===== src/rtl/mdio_reg_pkg.sv =====
package mdio_reg_pkg;
  localparam int unsigned REG_W      = 32;
  localparam int unsigned DATA_BITS  = 16;
  localparam int unsigned TA_BITS    = 2;
  localparam int unsigned FRAME_BITS = 32;
  localparam int unsigned PRE_BITS   = 32;
  localparam int unsigned START_BIT  = 30;
  localparam int unsigned RD_BIT     = 29;
  localparam int unsigned ADDR_LSB   = 18;  // address fields occupy bits 27:18
  localparam int unsigned ADDR_FLD_W = 10;

  typedef enum logic [1:0] {
    OP_WRITE = 2'b01,
    OP_READ  = 2'b10
  } op_e;

  function automatic logic [FRAME_BITS-1:0] build_frame(
    input op_e op, input logic [4:0] phy, input logic [4:0] rg, input logic [DATA_BITS-1:0] wd);
    logic [TA_BITS-1:0] ta;
    ta = (op == OP_READ) ? 2'b11 : 2'b10;
    return {2'b01, op, phy, rg, ta, wd};
  endfunction
endpackage


===== src/rtl/mdio_mdc_gen.sv =====
module mdio_mdc_gen #(
  parameter int unsigned DIV_W = 7
) (
  input  logic             clk_i,
  input  logic             rst_ni,
  input  logic             run_i,
  input  logic [DIV_W-1:0] div_i,
  output logic             mdc_o,
  output logic             rise_o,
  output logic             fall_o
);
  localparam int unsigned CNT_W = DIV_W + 1;

  logic [CNT_W-1:0] half, cnt_q;
  logic             mdc_q, wrap;

  // divisor 0 behaves as 1
  assign half   = (div_i == '0) ? CNT_W'(2) : CNT_W'(div_i) + CNT_W'(1);
  assign wrap   = run_i && (cnt_q >= half - CNT_W'(1));
  assign rise_o = wrap && !mdc_q;
  assign fall_o = wrap && mdc_q;
  assign mdc_o  = mdc_q;

  always_ff @(posedge clk_i or negedge rst_ni) begin
    if (!rst_ni) begin
      cnt_q <= '0;
      mdc_q <= 1'b0;
    end else if (!run_i) begin
      cnt_q <= '0;
      mdc_q <= 1'b0;
    end else if (wrap) begin
      cnt_q <= '0;
      mdc_q <= ~mdc_q;
    end else begin
      cnt_q <= cnt_q + CNT_W'(1);
    end
  end
endmodule


===== src/rtl/mdio_field_decode.sv =====
module mdio_field_decode
  import mdio_reg_pkg::*;
(
  input  logic                  rd_i,
  input  logic [ADDR_FLD_W-1:0] fld_i,    // data bits 27:18
  input  logic                  legacy_i,
  output logic [4:0]            phy_o,
  output logic [4:0]            reg_o,
  output op_e                   op_o
);
  always_comb begin
    if (legacy_i) begin
      phy_o = fld_i[8:4];             // bits 26:22, bit 27 dropped
      reg_o = {1'b0, fld_i[3:0]};     // bits 21:18
    end else begin
      phy_o = fld_i[9:5];             // bits 27:23
      reg_o = fld_i[4:0];             // bits 22:18
    end
    op_o = rd_i ? OP_READ : OP_WRITE;
  end
endmodule


===== src/rtl/mdio_frame_engine.sv =====
module mdio_frame_engine
  import mdio_reg_pkg::*;
(
  input  logic                  clk_i,
  input  logic                  rst_ni,
  input  logic                  start_i,
  input  logic                  pre_en_i,
  input  logic                  is_read_i,
  input  logic [FRAME_BITS-1:0] frame_i,
  input  logic                  rise_i,
  input  logic                  fall_i,
  input  logic                  mdio_i,
  output logic                  busy_o,
  output logic                  mdio_o,
  output logic                  mdio_oe_o,
  output logic                  done_o,
  output logic                  rx_valid_o,
  output logic [DATA_BITS-1:0]  rx_data_o
);
  localparam int unsigned TOT   = PRE_BITS + FRAME_BITS;
  localparam int unsigned CNT_W = $clog2(TOT + 1);

  logic [TOT-1:0]       sh_q;
  logic [CNT_W-1:0]     left_q;
  logic                 busy_q, rd_q, last;
  logic [DATA_BITS-1:0] rx_q;

  assign last = busy_q && fall_i && (left_q == CNT_W'(1));

  always_ff @(posedge clk_i or negedge rst_ni) begin
    if (!rst_ni) begin
      sh_q   <= '0;
      left_q <= '0;
      busy_q <= 1'b0;
      rd_q   <= 1'b0;
      rx_q   <= '0;
    end else if (start_i && !busy_q) begin
      busy_q <= 1'b1;
      rd_q   <= is_read_i;
      sh_q   <= pre_en_i ? {{PRE_BITS{1'b1}}, frame_i} : {frame_i, {PRE_BITS{1'b0}}};
      left_q <= pre_en_i ? CNT_W'(TOT) : CNT_W'(FRAME_BITS);
    end else if (busy_q) begin
      if (rise_i && rd_q) rx_q <= {rx_q[DATA_BITS-2:0], mdio_i};
      if (fall_i) begin
        sh_q   <= sh_q << 1;
        left_q <= left_q - CNT_W'(1);
        if (left_q == CNT_W'(1)) busy_q <= 1'b0;
      end
    end
  end

  // released for read turnaround and read data
  assign mdio_oe_o  = busy_q && !(rd_q && (left_q <= CNT_W'(TA_BITS + DATA_BITS)));
  assign mdio_o     = busy_q && sh_q[TOT-1];
  assign busy_o     = busy_q;
  assign done_o     = last;
  assign rx_valid_o = last && rd_q;
  assign rx_data_o  = rx_q;
endmodule


===== src/rtl/mdio_reg_master.sv =====
module mdio_reg_master
  import mdio_reg_pkg::*;
#(
  parameter int unsigned           ADDR_W   = 12,
  parameter int unsigned           DIV_W    = 7,
  parameter logic [ADDR_W-1:0]     CTRL_OFS = 'h128,
  parameter logic [ADDR_W-1:0]     DATA_OFS = 'h12C
) (
  input  logic              clk_i,
  input  logic              rst_ni,
  input  logic              req_i,
  input  logic              we_i,
  input  logic [ADDR_W-1:0] addr_i,
  input  logic [REG_W-1:0]  wdata_i,
  output logic [REG_W-1:0]  rdata_o,
  input  logic              legacy_i,
  output logic              mdc_o,
  output logic              mdio_o,
  output logic              mdio_oe_o,
  input  logic              mdio_i
);
  logic [DIV_W-1:0]     div_q;
  logic                 pre_q, done_q;
  logic [REG_W-1:0]     data_q;
  logic                 wr_ctrl, wr_data, launch, busy;
  logic                 rise, fall, eng_done, rx_valid;
  logic [DATA_BITS-1:0] rx_data;
  logic [4:0]           phy, rg;
  op_e                  op;

  assign wr_ctrl = req_i && we_i && (addr_i == CTRL_OFS);
  assign wr_data = req_i && we_i && (addr_i == DATA_OFS) && !busy;
  assign launch  = wr_data && wdata_i[START_BIT];

  mdio_field_decode u_dec (
    .rd_i     (wdata_i[RD_BIT]),
    .fld_i    (wdata_i[ADDR_LSB +: ADDR_FLD_W]),
    .legacy_i (legacy_i),
    .phy_o    (phy),
    .reg_o    (rg),
    .op_o     (op)
  );

  mdio_mdc_gen #(.DIV_W(DIV_W)) u_mdc (
    .clk_i  (clk_i),
    .rst_ni (rst_ni),
    .run_i  (busy),
    .div_i  (div_q),
    .mdc_o  (mdc_o),
    .rise_o (rise),
    .fall_o (fall)
  );

  mdio_frame_engine u_eng (
    .clk_i      (clk_i),
    .rst_ni     (rst_ni),
    .start_i    (launch),
    .pre_en_i   (pre_q),
    .is_read_i  (op == OP_READ),
    .frame_i    (build_frame(op, phy, rg, wdata_i[DATA_BITS-1:0])),
    .rise_i     (rise),
    .fall_i     (fall),
    .mdio_i     (mdio_i),
    .busy_o     (busy),
    .mdio_o     (mdio_o),
    .mdio_oe_o  (mdio_oe_o),
    .done_o     (eng_done),
    .rx_valid_o (rx_valid),
    .rx_data_o  (rx_data)
  );

  always_ff @(posedge clk_i or negedge rst_ni) begin
    if (!rst_ni) begin
      div_q  <= '0;
      pre_q  <= 1'b0;
      done_q <= 1'b0;
      data_q <= '0;
    end else begin
      if (wr_ctrl) begin
        div_q <= wdata_i[DIV_W-1:0];
        pre_q <= wdata_i[DIV_W];
      end
      if (wr_data) data_q <= wdata_i;
      else if (rx_valid) data_q[DATA_BITS-1:0] <= rx_data;
      if (launch) done_q <= 1'b0;
      else if (eng_done) done_q <= 1'b1;
    end
  end

  always_comb begin
    rdata_o = '0;
    if (addr_i == CTRL_OFS) rdata_o = REG_W'({done_q, pre_q, div_q});
    else if (addr_i == DATA_OFS) rdata_o = data_q;
  end
endmodule


===== config.mk =====
export PLATFORM = sky130hd
export DESIGN_NAME = mdio_reg_master
export DESIGN_NICKNAME = d
export VERILOG_FILES = /design/src/rtl/mdio_reg_pkg.sv /design/src/rtl/mdio_mdc_gen.sv /design/src/rtl/mdio_field_decode.sv /design/src/rtl/mdio_frame_engine.sv /design/src/rtl/mdio_reg_master.sv
export SDC_FILE = /design/constraint.sdc
export NUM_CORES = 1
export LEC_CHECK = 0
export BUFFER_PORTS_ARGS = -buffer_cell sky130_fd_sc_hd__buf_2
export CAP_MARGIN = 20
export CORE_MARGIN = 10
export CORE_UTILIZATION = 30
export DETAILED_ROUTE_END_ITERATION = 8
export SLEW_MARGIN = 20
export SYNTH_ARGS = -nofsm -noshare
export SYNTH_HDL_FRONTEND = slang
export SYNTH_SLANG_ARGS = --single-unit

===== constraint.sdc =====
create_clock -name clk_i -period 3.9 [get_ports clk_i]
set_clock_uncertainty 0.1 [all_clocks]
set_input_delay 0.78 -clock clk_i [delete_from_list [all_inputs] [get_ports clk_i]]
set_output_delay 0.78 -clock clk_i [all_outputs]
set_load 0.05 [all_outputs]

* Yosys cells after proc, flatten, opt, wreduce, memory -nomap -nowiden
Cells that the tools add are included.
** Cells by class
- Add/subtract/negate cells :: 4
- Order comparisons :: 2
- Equal/unequal tests :: 5
- Multiplexer cells :: 27
- Bitwise operators :: 2
- Reductions and logical operators :: 26
** Operator list (count)
- $mux W64 :: 4
- $mux W32 :: 2
- $mux W16 :: 2
- $mux W7 :: 4
- $eq A12 B9 Y1 const B :: 2
- $mux W8 :: 3
- $logic_and A1 B1 Y1 :: 16
- $mux W5 :: 2
- $mux W1 :: 9
- $add A7 B1 Y8 const B :: 1
- $add A8 B1 Y8 const B :: 1
- $ge A8 B8 Y1 :: 1
- $reduce_bool A2 Y1 :: 4
- $sub A8 B1 Y8 const B :: 1
- $eq A7 B1 Y1 const B :: 1
- $le A7 B5 Y1 const B :: 1
- $logic_not A7 Y1 :: 1
- $sub A7 B1 Y7 const B :: 1
- $logic_not A1 Y1 :: 3
- $reduce_and A3 Y1 :: 1
- $eq A2 B2 Y1 const B :: 1
- $mux W2 :: 1
- $ne A2 B2 Y1 const B :: 1
- $not A1 Y1 :: 2
- $reduce_and A2 Y1 :: 1
** Word-level totals
- Bits in registers :: 139
- Bits of input ports :: 50

* Logic depth before layout (Yosys ltp)
Gate-level depths: netlist of run 1.
- Depth in word-level cells :: 11
- Gate-level depth with buffers :: 16
- Gate-level depth less buffers :: 14

* By module
From an unflattened synthesis of run 1, not the netlist that was laid out.
** Unflattened totals
- Cell total of the unflattened synthesis :: 715
- Area total of the unflattened synthesis :: 7348.3 um2
** Modules (own cells, without submodules)
- mdio_frame_engine :: instances 1, cells each 445, area each 4256.6 um2, seq. area each 2227.1 um2
- mdio_reg_master :: instances 1, cells each 164, area each 2129.5 um2, seq. area each 1026.0 um2
- mdio_mdc_gen :: instances 1, cells each 94, area each 855.8 um2, seq. area each 225.2 um2
- mdio_field_decode :: instances 1, cells each 12, area each 106.4 um2, seq. area each 0.0 um2

* Least setup slack after synthesis of run 1
No wires, ideal clock.
- Kind :: flip-flop to flip-flop
- Start :: reg div_q[0]
- End :: reg u_eng.rx_q[10], in the netlist u_eng.rx_data_o[10]
- Setup time :: 0.125 ns
- Arrival :: 3.444 ns
- Required time :: 3.675 ns
- Slack :: 0.231 ns
- Stages on the path, launching flop included :: 15
- Buffers on the path :: 2
- Clock period less this slack :: 3.669 ns
- Cell sequence :: dfrtp_1 > inv_1 > ha_1 > nor4b_1 > nand3_1 > nor4_1 > a21oi_1 > ha_1 > nand2_1 > a311o_1 > and2_4 > buf_6 > nor3_4 > buf_12 > mux2_4
** Between the ends
- Longest elaborated chain between the ends :: 8
- Elaborated cells on any way between the ends :: 9
- Those cells by class :: add/sub (2); order compare (1); mux (1); reduce/logical (5)
** RTL lines
- start, declared :: line mdio_reg_master.sv:22 : logic [DIV_W-1:0] div_q;
- start signal, assigned :: line mdio_reg_master.sv:80 : div_q <= wdata_i[DIV_W-1:0];
- $add A7 B1 Y8 or $logic_not A7 Y1 (tied branches) :: line mdio_mdc_gen.sv:18 : assign half = (div_i == '0) ? CNT_W'(2) : CNT_W'(div_i) + CNT_W'(1);
- $mux W8 * :: line mdio_mdc_gen.sv:18
- $sub A8 B1 Y8 * :: line mdio_mdc_gen.sv:19 : assign wrap = run_i && (cnt_q >= half - CNT_W'(1));
- $ge A8 B8 Y1 * :: line mdio_mdc_gen.sv:19
- $logic_and A1 B1 Y1 * :: line mdio_mdc_gen.sv:19
- $logic_and A1 B1 Y1 * :: line mdio_mdc_gen.sv:20 : assign rise_o = wrap && !mdc_q;
- $logic_and A1 B1 Y1 * :: line mdio_frame_engine.sv:43 : if (rise_i && rd_q) rx_q <= {rx_q[DATA_BITS-2:0], mdio_i};
- $reduce_and A3 Y1 (no line) *
- end signal, assigned :: line mdio_frame_engine.sv:43
- end, declared :: line mdio_frame_engine.sv:26 : logic [DATA_BITS-1:0] rx_q;
Mark *: on every way between the ends. The rest lies on a longest branch, timed or not.
A chain may end at the register's enable or synchronous reset.

* Final worst setup path of run 1
- Start :: reg div_q[4]
- End :: reg u_eng.rx_q[0], in the netlist u_eng.rx_data_o[0]
Same word-level chain as after synthesis.

==> results of run 1 <==
[worst max-delay path by stage]
| stage | end | slack [ns] |
|---|---|---|
| 6_report | u_eng.rx_data_o[0]$_DFFE_PN0P_ | 0.24 |
| 2_1_floorplan | u_eng.rx_data_o[10]$_DFFE_PN0P_ | 0.23 |
| 3_3_place_gp | u_eng.rx_data_o[15]$_DFFE_PN0P_ | 0.20 |
| 5_1_grt | u_eng.rx_data_o[0]$_DFFE_PN0P_ | 0.002 |
| 4_1_cts | u_eng.rx_data_o[0]$_DFFE_PN0P_ | 0.16 |
| 3_5_place_dp | u_eng.rx_data_o[0]$_DFFE_PN0P_ | 0.16 |
[cells in the mapped netlist, drive strengths merged (2+ instances only)]
library cell | instances | area (sq um)
nor4 | 4 | 25.02
mux2 | 29 | 364.1
nor2b | 2 | 12.51
nand3 | 89 | 445.4
nor4b | 3 | 26.28
nor2 | 46 | 172.7
a211oi | 2 | 15.01
clkbuf | 34 | 127.6
buf | 17 | 103.9
xor2 | 11 | 96.34
xnor2 | 8 | 70.07
nor3 | 32 | 171.4
inv | 13 | 48.80
and2 | 26 | 165.2
dfrtp | 139 | 3478
o21ai | 6 | 30.02
a21oi | 23 | 118.9
or3 | 3 | 18.77
a31oi | 35 | 219.0
and3 | 11 | 68.82
mux2i | 28 | 280.3
ha | 15 | 187.7
nand2 | 165 | 619.3
[sequential cells by signal, summed over array words and instances (netlist names)]
name / count
u_eng.rx_data_o: 16
pre_q: 1
div_q: 7
done_q: 1
u_eng.busy_o: 1
u_mdc.cnt_q: 8
data_q: 32
u_mdc.mdc_o: 1
u_eng.left_q: 7
u_eng.sh_q: 64
u_eng.rd_q: 1
[critical path: cells and delay by family (launching register included)]
kind | cells | cell delay, ns
mux | 2 | 0.57
compound gates | 1 | 0.41
buf+inv | 1 | 0.19
flops | 1 | 0.46
xor+xnor | 1 | 0.09
fa+ha+maj | 1 | 0.27
simple gates | 7 | 1.45
[logic make-up after synthesis]
family / synth area share
XOR/XNOR: 0.02387
AO/OA/AOI/OAI: 0.06569
AND/OR/NAND/NOR: 0.2520
flip-flops: 0.4989
adder cells (fa/ha/maj): 0.02692
buffers and inverters: 0.04020
multiplexers: 0.09243
[routing by layer]
| metal | up-vias | routed length [microns] | part of all wire | GRT usage |
|---|---|---|---|---|
| met1 | 2681 | 8250 | 0.46 | 0.1617 |
| met3 | 22 | 1035 | 0.057 | 0.03420 |
| met4 | 4 | 227 | 0.013 | 0.04385 |
| li1 | 2733 | - | - | - |
| met2 | 109 | 8529 | 0.47 | 0.1971 |
| met5 | - | 25 | 0.0014 | 0 |
[per-stage QoR]
| step | total power [mW] | util | cells | hold slack [ns] | setup WS, ns |
|---|---|---|---|---|---|
| CTS | 4.540 | 0.3667 | 1152 | 0.2876 | 0.1620 |
| detailed placement | 2.879 | 0.3403 | 1121 | 0.3514 | 0.1607 |
| floorplan | 2.581 | - | 754 | 0.3304 | 0.2306 |
| finish | 4.492 | 0.3672 | 1154 | 0.2688 | 0.2359 |
| global route | 4.780 | 0.3670 | 1153 | 0.3091 | 0.002256 |
| global placement | 2.862 | 0.3403 | 1121 | 0.3437 | 0.1973 |
[layout make-up]
cell class              count  area share
multi-input cells         551      0.3863
clock inverters            11     0.01706
well taps                 313     0.04683
clock buffers              20     0.05461
diodes                      2   0.0005984
repair buffers            105     0.07286
inverters                  13    0.005835
flip-flops and latches    139      0.4159
[power groups by stage]
stage               logic [mW]  clock network, mW  registers (mW)
CTS                      0.951               1.68            1.91
finish                   0.934               1.64            1.91
global route              1.08               1.74            1.95
global placement         0.929                  0            1.93
floorplan                0.670                  0            1.91
detailed placement       0.944                  0            1.93
[placed cells by master, fill, tap and decap left out, types with 13 or more instances in the layout]
cell type  Yosys  layout
nand2_1      165     164
dfrtp_1      139     139
nand3_1       89      89
buf_2          7      83
nor2_1        46      46
a31oi_1       35      35
nor3_1        31      31
mux2i_1       28      28
and2_1        25      25
a21oi_1       22      22
mux2_2        19      19
buf_4          0      19
clkbuf_16      0      17
ha_1          15      15
inv_1         13      13
[repair_timing]
item,4_1_cts,5_1_grt
hold buffers,0,0
buffers inserted,0,0
endpoints found under the hold margin,0,0
resized for setup,0,1
setup endpoints to repair,0,44
==> impl_metrics.json, run 1 <==
{
  "vias_per_cell": 4.808,
  "hpwlAfterDp_microns": 12550,
  "cp_slowest_cell": "dfrtp_1",
  "synthCells": 754,
  "synth_nets": 819,
  "swShare": 0.3046,
  "ys.flop_type": "dfrtp_1",
  "netSwitchingPower_mw": 1.368,
  "worstPathMaxFanout": 16,
  "routedWlPerCell_microns": 15.66,
  "cts-root-buf": "clkbuf_16",
  "irDropWorstVdd_mv": 0.3278,
  "multi_input_area_sq_mm": 0.003231,
  "dr.pass1.iters": 4,
  "avgSynthCellArea_sq_um": 9.246,
  "hold_violations": 0,
  "outcome": "finished, final reports clean",
  "fin_area_sq_mm": 0.008363,
  "grt_pass1_wl_microns": 29740,
  "port-buffer-count": 84,
  "cts_buffers": 17,
  "fin_setup_tns_ns": 0,
  "cp.required_ns": 4.10,
  "placed_cell_area_sq_mm": 0.007752,
  "cts_tree": "yes",
  "ys_seq_elements": 139,
  "seq_area_sq_mm": 0.003478,
  "drcViolationCount": 0,
  "antenna_left": 0,
  "grt-ovfl-total": 0,
  "reg2reg_slack_ns": 0.24,
  "die-area_sq_mm": 0.02974,
  "grt_pass1_vias": 5548,
  "fin_crit_ns": 3.664,
  "ys_types": 44,
  "pwr-share-comb": 0.208,
  "p_leak_nw": 4.101,
  "htreeDepth": 4,
  "crit_arrival_ns": 3.87,
  "critPathCaptureType": "flip-flop",
  "p_seq_frac": 0.426,
  "die_h_microns": 172.4,
  "drt-initial-drc-count": 353,
  "startpoint": "div_q[4]$_DFFE_PN0P_",
  "core_sq_mm": 0.02278,
  "rows": 55,
  "fmax_mhz": 272.9,
  "slew_headroom": 0.5517,
  "routed_wl_microns": 18070,
  "synth_edf_count": 0,
  "clock_latency_ns": 0.42,
  "slowest_delay_ns": 0.46,
  "yosysSeqAreaShare": 0.4989,
  "r2r-end": "u_eng.rx_data_o[0]$_DFFE_PN0P_",
  "via_count": 5549,
  "pin_count": 85,
  "antenna_found_initial": 4,
  "yosys_warnings": 0,
  "grt_max_degree": 73,
  "clkSinkCount": 139,
  "place_congestion": 0.7669,
  "fin_crit_sh": 0.9395,
  "cp-start-kind": "flip-flop",
  "async_flop_share": 1.000,
  "worst_pin_slew_ns": 0.6725,
  "rsz0062_at_grt": "no",
  "drive_gt1_frac": 0.2026,
  "synthToLayoutAreaGrowth_pct": 19.96,
  "drv_cap": 0,
  "pwr-share-clk": 0.366,
  "setup_violations": 0,
  "cpMostUsedCell": "nand2_1",
  "rr_worst_depth": 13,
  "final_max_slew_viol_count": 0,
  "path_clk_slew_ns": 0.06,
  "die_w_microns": 172.4,
  "r2r-start": "div_q[4]$_DFFE_PN0P_",
  "path_cells": "nor4_1 > nand3b_1 > nand2_1 > and3_1 > mux2i_1 > xnor2_1 > ha_1 > nand2_1 > a311o_1 > and2_4 > nor3_4 > buf_12 > mux2_2",
  "hold_class": "in -> async",
  "nFillCells": 2290,
  "fin_nets": 892,
  "p_int_mw": 3.124,
  "start_util": 0.3061,
  "critical_path_class": "reg -> reg",
  "clock_path_buffers": 2,
  "power.density_mw_per_mm2": 537.1,
  "synth_area_sq_mm": 0.006972,
  "track_usage": 0.1253
}
Note: power is estimated with default switching activity, not from simulation.
==> inputs of run 2 (changes only) <==
--- a/config.mk
+++ b/config.mk
@@ -9,6 +9,7 @@
 export CAP_MARGIN = 20
 export CORE_MARGIN = 10
 export CORE_UTILIZATION = 30
+export CTS_BUF_LIST = sky130_fd_sc_hd__clkbuf_4
 export DETAILED_ROUTE_END_ITERATION = 8
 export SLEW_MARGIN = 20
 export SYNTH_ARGS = -nofsm -noshare
==> constraint.sdc (replaced) <==
create_clock -name clk_i -period 3.1 [get_ports clk_i]
set_clock_uncertainty 0.1 [all_clocks]
set_input_delay 0.62 -clock clk_i [delete_from_list [all_inputs] [get_ports clk_i]]
set_output_delay 0.62 -clock clk_i [all_outputs]
set_load 0.05 [all_outputs]
==> run 2 against run 1 <==
Against the previous run:
- the flow now finishes with violations (negative setup slack)
- combinational power increased by 82%
- via count is 4.5% higher
- power grew 22%
- critical endpoint is now u_eng.rx_data_o[4]$_DFFE_PN0P_
- largest cell class unchanged
- highest routed layer is now met4
==> impl_metrics.json, run 2 (synthesis gave the netlist of run 1 again) <==
{
  "port-buffer-count": 84,
  "clock_path_buffers": 2,
  "grt_pass1_vias": 5638,
  "clkSinkCount": 139,
  "fin_crit_ns": 3.470,
  "nFillCells": 2286,
  "cts_buffers": 17,
  "routedWlPerCell_microns": 16.38,
  "grt-ovfl-total": 0,
  "p_seq_frac": 0.439,
  "worstPathMaxFanout": 16,
  "cp-start-kind": "flip-flop",
  "critical_path_class": "reg -> reg",
  "grt_max_degree": 62,
  "dr.pass1.iters": 4,
  "violations": "negative setup slack",
  "antenna_left": 0,
  "final_cell_mix": "nand2_1 (164), dfrtp_1 (137), nand3_1 (87)",
  "fin_crit_sh": 1.119,
  "vias_per_cell": 4.841,
  "path_cells": "ha_4 > xor2_2 > nand2_1 > buf_4 > buf_4 > xor2_1 > ha_1 > and3_1 > o21ai_2 > a311o_1 > buf_4 > and2_4 > nor3_4 > buf_12 > mux2_2",
  "crit_family": "buffers and inverters",
  "drt-initial-drc-count": 269,
  "placed_cell_area_sq_mm": 0.008053,
  "swShare": 0.3461,
  "path_clk_slew_ns": 0.14,
  "p_total_mw": 5.493,
  "htreeDepth": 4,
  "hold_path_end": "data_q[16]$_DFFE_PN0P_",
  "rr_worst_depth": 15,
  "pwr-share-clk": 0.251,
  "fmax_mhz": 288.2,
  "power.density_mw_per_mm2": 625.2,
  "drv_cap": 0,
  "r2r-end": "u_eng.rx_data_o[4]$_DFFE_PN0P_",
  "largest_register": "u_eng.sh_q",
  "die-area_sq_mm": 0.02974,
  "fin_setup_tns_ns": -29.75,
  "cts_tree": "yes",
  "r2r-start": "div_q[1]$_DFFE_PN0P_",
  "dpl.cell_count": 1146,
  "hpwlAfterDp_microns": 12820,
  "routed_wl_microns": 19620,
  "die_h_microns": 172.4,
  "slowest_delay_ns": 0.47,
  "finalNonFillerCells": 1198,
  "cp.required_ns": 3.46,
  "hold_violations": 0,
  "irDropWorstVdd_mv": 0.3458,
  "fin_nets": 936,
  "largest_register_ffs": 64,
  "finalWorstSetupSlack_ns": -0.3696,
  "startpoint": "div_q[1]$_DFFE_PN0P_",
  "holdPathStages": 3,
  "rsz0062_at_grt": "yes",
  "core_sq_mm": 0.02278,
  "crit_arrival_ns": 3.83,
  "fin_area_sq_mm": 0.008786,
  "place_congestion": 0.7865,
  "pin_count": 85,
  "die_w_microns": 172.4,
  "rows": 55,
  "cts-root-buf": "clkbuf_4",
  "setup_violations": 114,
  "fin_util": 0.3857,
  "start_util": 0.3061,
  "p_leak_nw": 4.298,
  "drcViolationCount": 0,
  "hold_class": "in -> reg",
  "pre_cts_slack_ns": -0.2406,
  "cpMostUsedCell": "buf_4",
  "final_common_cell": "nand2_1",
  "final_max_slew_viol_count": 0,
  "netSwitchingPower_mw": 1.901,
  "antenna_found_initial": 0,
  "track_usage": 0.1277,
  "p_int_mw": 3.592,
  "pwr-share-comb": 0.310,
  "slew_headroom": 0.5936,
  "cp_slowest_cell": "dfrtp_2",
  "via_count": 5799,
  "synthToLayoutAreaGrowth_pct": 26.02,
  "whs_ns": 0.1507,
  "worst_pin_slew_ns": 0.6097,
  "drive_gt1_frac": 0.2658,
  "outcome": "finished with violations",
  "reg2reg_slack_ns": -0.37,
  "hold_start": "wdata_i[16]",
  "grt_pass1_wl_microns": 30410,
  "path_buf_inv": 4,
  "critPathCaptureType": "flip-flop",
  "clock_latency_ns": 0.56
}
run 2: cell types whose count changed in the layout (fill, tap and decap cells not counted), sizes merged, moves of 3 or more:
cell / delta
buf: +35
clkbuf: +4
clkinv: -3
inv: +7
run 2: power groups by stage:
stage          clock network, mW  registers (mW)  logic, mW
5_1_grt                     1.49            2.45       1.86
3_5_place_dp                   0            2.44       1.28
2_1_floorplan                  0            2.40      0.858
6_report                    1.38            2.41       1.70
3_3_place_gp                   0            2.44       1.25
4_1_cts                     1.40            2.41       1.38
run 2: final cells by class:
class | count | area (sq um) | share of cell area
clock inverters | 15 | 200.2 | 0.02279
clock buffers | 17 | 127.6 | 0.01453
diodes | 1 | 2.502 | 0.0002848
multi-input cells | 552 | 3366 | 0.3831
well taps | 313 | 391.6 | 0.04457
flip-flops and latches | 139 | 3481 | 0.3962
inverters | 13 | 48.80 | 0.005554
repair buffers | 148 | 1169 | 0.1330
run 2: worst reg2reg max path: cells and delay by family, from the launching register on:
family	cells	cell delay, ns
multiplexers	1	0.34
adder cells (fa/ha/maj)	2	0.48
XOR/XNOR	2	0.38
flip-flops	1	0.47
AO/OA/AOI/OAI	2	0.44
buffers and inverters	4	0.61
AND/OR/NAND/NOR	4	0.55
run 2: what timing repair did:
item	in CTS	in global routing
pin swaps	0	11
gates cloned	1	8
setup buffers	2	7
resized for setup	12	13
setup endpoints to repair	106	114
hold buffers	1	0
endpoints found under the hold margin	59	0
run 2: layer usage:
metal | vias up | GRT usage | part of all wire
met3 | 15 | 0.03990 | 0.062
met1 | 2836 | 0.1726 | 0.46
met2 | 125 | 0.1958 | 0.47
met5 | - | 0 | 0
met4 | 0 | 0.02699 | 0.012
li1 | 2823 | - | -
run 2: how the worst max path moves through the flow:
stage                                      endpoint  slack, ns  cells after the start
floorplan           u_eng.rx_data_o[10]$_DFFE_PN0P_      -0.32                     14
global placement        u_eng.left_q[5]$_DFFE_PN0P_      -0.29                     14
detailed placement  u_eng.rx_data_o[15]$_DFFE_PN0P_      -0.24                     13
CTS                  u_eng.rx_data_o[4]$_DFFE_PN0P_      -0.23                     13
global route            u_eng.left_q[6]$_DFFE_PN0P_      -0.56                     16
finish               u_eng.rx_data_o[4]$_DFFE_PN0P_      -0.37                     15
==> inputs of run 3 (changes only) <==
--- a/config.mk
+++ b/config.mk
@@ -11,6 +11,7 @@
 export CORE_UTILIZATION = 30
 export CTS_BUF_LIST = sky130_fd_sc_hd__clkbuf_4
 export DETAILED_ROUTE_END_ITERATION = 8
+export PLACE_DENSITY = 0.48
 export SLEW_MARGIN = 20
 export SYNTH_ARGS = -nofsm -noshare
 export SYNTH_HDL_FRONTEND = slang
==> run 3 against run 2 <==
Against the previous run:
- the run still ends with negative setup slack left
- sequential power up 3%
- cell area up 4.2%
- via count up 0.17%
- critical path depth unchanged
- combinational power up 21%
- worst hold slack worse by 0.0033 ns
- clock power down 6%
- critical path type unchanged
==> impl_metrics.json, run 3 (synthesis gave the netlist of run 1 again) <==
{
  "pwr-share-clk": 0.222,
  "fin_crit_sh": 1.080,
  "cts_tree": "yes",
  "synthToLayoutAreaGrowth_pct": 31.30,
  "routed_wl_microns": 20460,
  "p_int_mw": 3.751,
  "final_common_cell": "dfrtp_1",
  "pin_count": 85,
  "fmax_mhz": 298.7,
  "path_clk_slew_ns": 0.14,
  "path_cells": "ha_2 > xor2_1 > nor4b_4 > nand3_2 > nor4_2 > a21oi_1 > ha_1 > nand2_1 > a311o_1 > buf_6 > a21oi_4 > buf_6 > clkbuf_16 > nand2_1 > a31oi_1",
  "p_leak_nw": 4.524,
  "swShare": 0.3579,
  "power.density_mw_per_mm2": 638.2,
  "clock_path_buffers": 2,
  "fin_area_sq_mm": 0.009154,
  "clock_latency_ns": 0.56,
  "hold_class": "in -> reg",
  "cp-start-kind": "flip-flop",
  "grt_pass1_wl_microns": 30440,
  "dpl.cell_count": 1144,
  "routedWlPerCell_microns": 16.96,
  "p_seq_frac": 0.424,
  "finalNonFillerCells": 1206,
  "die_w_microns": 172.4,
  "crit_arrival_ns": 3.72,
  "worst_pin_slew_ns": 0.4570,
  "drv_cap": 0,
  "die-area_sq_mm": 0.02974,
  "drive_gt1_frac": 0.3173,
  "drcViolationCount": 0,
  "violations": "negative setup slack",
  "finalWorstSetupSlack_ns": -0.2473,
  "final_cell_mix": "dfrtp_1 (138), nand2_1 (137), buf_2 (83)",
  "dr.pass1.iters": 5,
  "outcome": "finished with violations",
  "core_sq_mm": 0.02278,
  "rsz0062_at_grt": "yes",
  "via_count": 5809,
  "clkSinkCount": 139,
  "place_congestion": 0.7500,
  "setup_violations": 111,
  "cts_buffers": 17,
  "final_max_slew_viol_count": 0,
  "drt-initial-drc-count": 347,
  "p_total_mw": 5.842,
  "port-buffer-count": 84,
  "rows": 55,
  "grt-ovfl-total": 0,
  "fin_crit_ns": 3.347,
  "slowest_delay_ns": 0.44,
  "hold_violations": 0,
  "grt_max_degree": 58,
  "antenna_found_initial": 1,
  "die_h_microns": 172.4,
  "cp.required_ns": 3.48,
  "critical_path_class": "reg -> reg",
  "fin_nets": 944,
  "start_util": 0.3061,
  "vias_per_cell": 4.817,
  "pwr-share-comb": 0.353,
  "critPathCaptureType": "flip-flop",
  "worstPathMaxFanout": 13,
  "cts-root-buf": "clkbuf_4",
  "placed_cell_area_sq_mm": 0.008066,
  "hpwlAfterDp_microns": 12780,
  "largest_register_ffs": 64,
  "largest_register": "u_eng.sh_q",
  "cp_slowest_cell": "dfrtp_1",
  "grt_pass1_vias": 5688,
  "antenna_left": 0,
  "slew_headroom": 0.6926,
  "htreeDepth": 4,
  "netSwitchingPower_mw": 2.091,
  "irDropWorstVdd_mv": 0.2831,
  "track_usage": 0.1285
}
run 3: through the flow:
stage,utilization,TNS [ns],hold WS (ns),setup slack [ns]
2_1_floorplan,-,-5.509,0.2244,-0.3217
3_3_place_gp,0.3541,-10.78,0.3416,-0.2876
3_5_place_dp,0.3541,-13.46,0.3474,-0.2675
4_1_cts,0.3697,-17.65,0.1072,-0.2262
5_1_grt,0.4019,-44.85,0.1054,-0.4804
6_report,0.4019,-18.36,0.1474,-0.2473
run 3: layout make-up:
cell class,instances,area [sq um]
Fill cell,2288,13620
Multi-Input combinational cell,552,3602
Sequential cell,139,3480
Timing Repair Buffer,156,1324
Tap cell,313,391.6
Clock inverter,14,170.2
Clock buffer,18,135.1
Inverter,13,48.80
Antenna cell,1,2.502
run 3: timing repair:
| item | in CTS | in global routing |
|---|---|---|
| resized for setup | 5 | 91 |
| hold buffers | 1 | 0 |
| setup buffers | 2 | 13 |
| endpoints found under the setup margin | 111 | 114 |
| cloned | 1 | 12 |
| pin swaps | 1 | 39 |
| endpoints found under the hold margin | 39 | 0 |
run 3: worst paths after layout:
path                                        startpoint                     endpoint  slack (ns)  cells past startpoint
min in group asynchronous                       rst_ni    u_eng.sh_q[9]$_DFFE_PN0P_        0.44                      2
worst max register to register    div_q[0]$_DFFE_PN0P_   u_eng.sh_q[48]$_DFFE_PN0P_       -0.25                     15
worst min register to register  data_q[19]$_DFFE_PN0P_       data_q[19]$_DFFE_PN0P_        0.37                      2
max in group asynchronous                       rst_ni  u_eng.left_q[2]$_DFFE_PN0P_        1.84                      3
worst min-delay path                       wdata_i[31]       data_q[31]$_DFFE_PN0P_        0.15                      3
worst max-delay path              div_q[0]$_DFFE_PN0P_   u_eng.sh_q[48]$_DFFE_PN0P_       -0.25                     15
run 3: critical path, delay by kind of cell (launching register included):
kind,cells,cell delay (ns)
compound gates,4,0.72
xor+xnor,1,0.19
fa+ha+maj,2,0.50
buf+inv,3,0.53
flops,1,0.44
simple gates,5,0.78
run 3: power by group through the flow:
stage	Sequential, mW	Combinational (mW)	Clock [mW]
floorplan	2.40	0.858	0
global placement	2.44	1.26	0
detailed placement	2.44	1.27	0
CTS	2.40	1.32	1.34
global route	2.52	2.24	1.42
finish	2.48	2.06	1.30
run 3: metal layers:
layer | vias to the layer above | GRT usage | share of wire
li1 | 2849 | - | -
met1 | 2822 | 0.1794 | 0.48
met2 | 126 | 0.1929 | 0.47
met3 | 12 | 0.03283 | 0.052
met4 | 0 | 0.03261 | 0.0078
met5 | - | 0 | 0
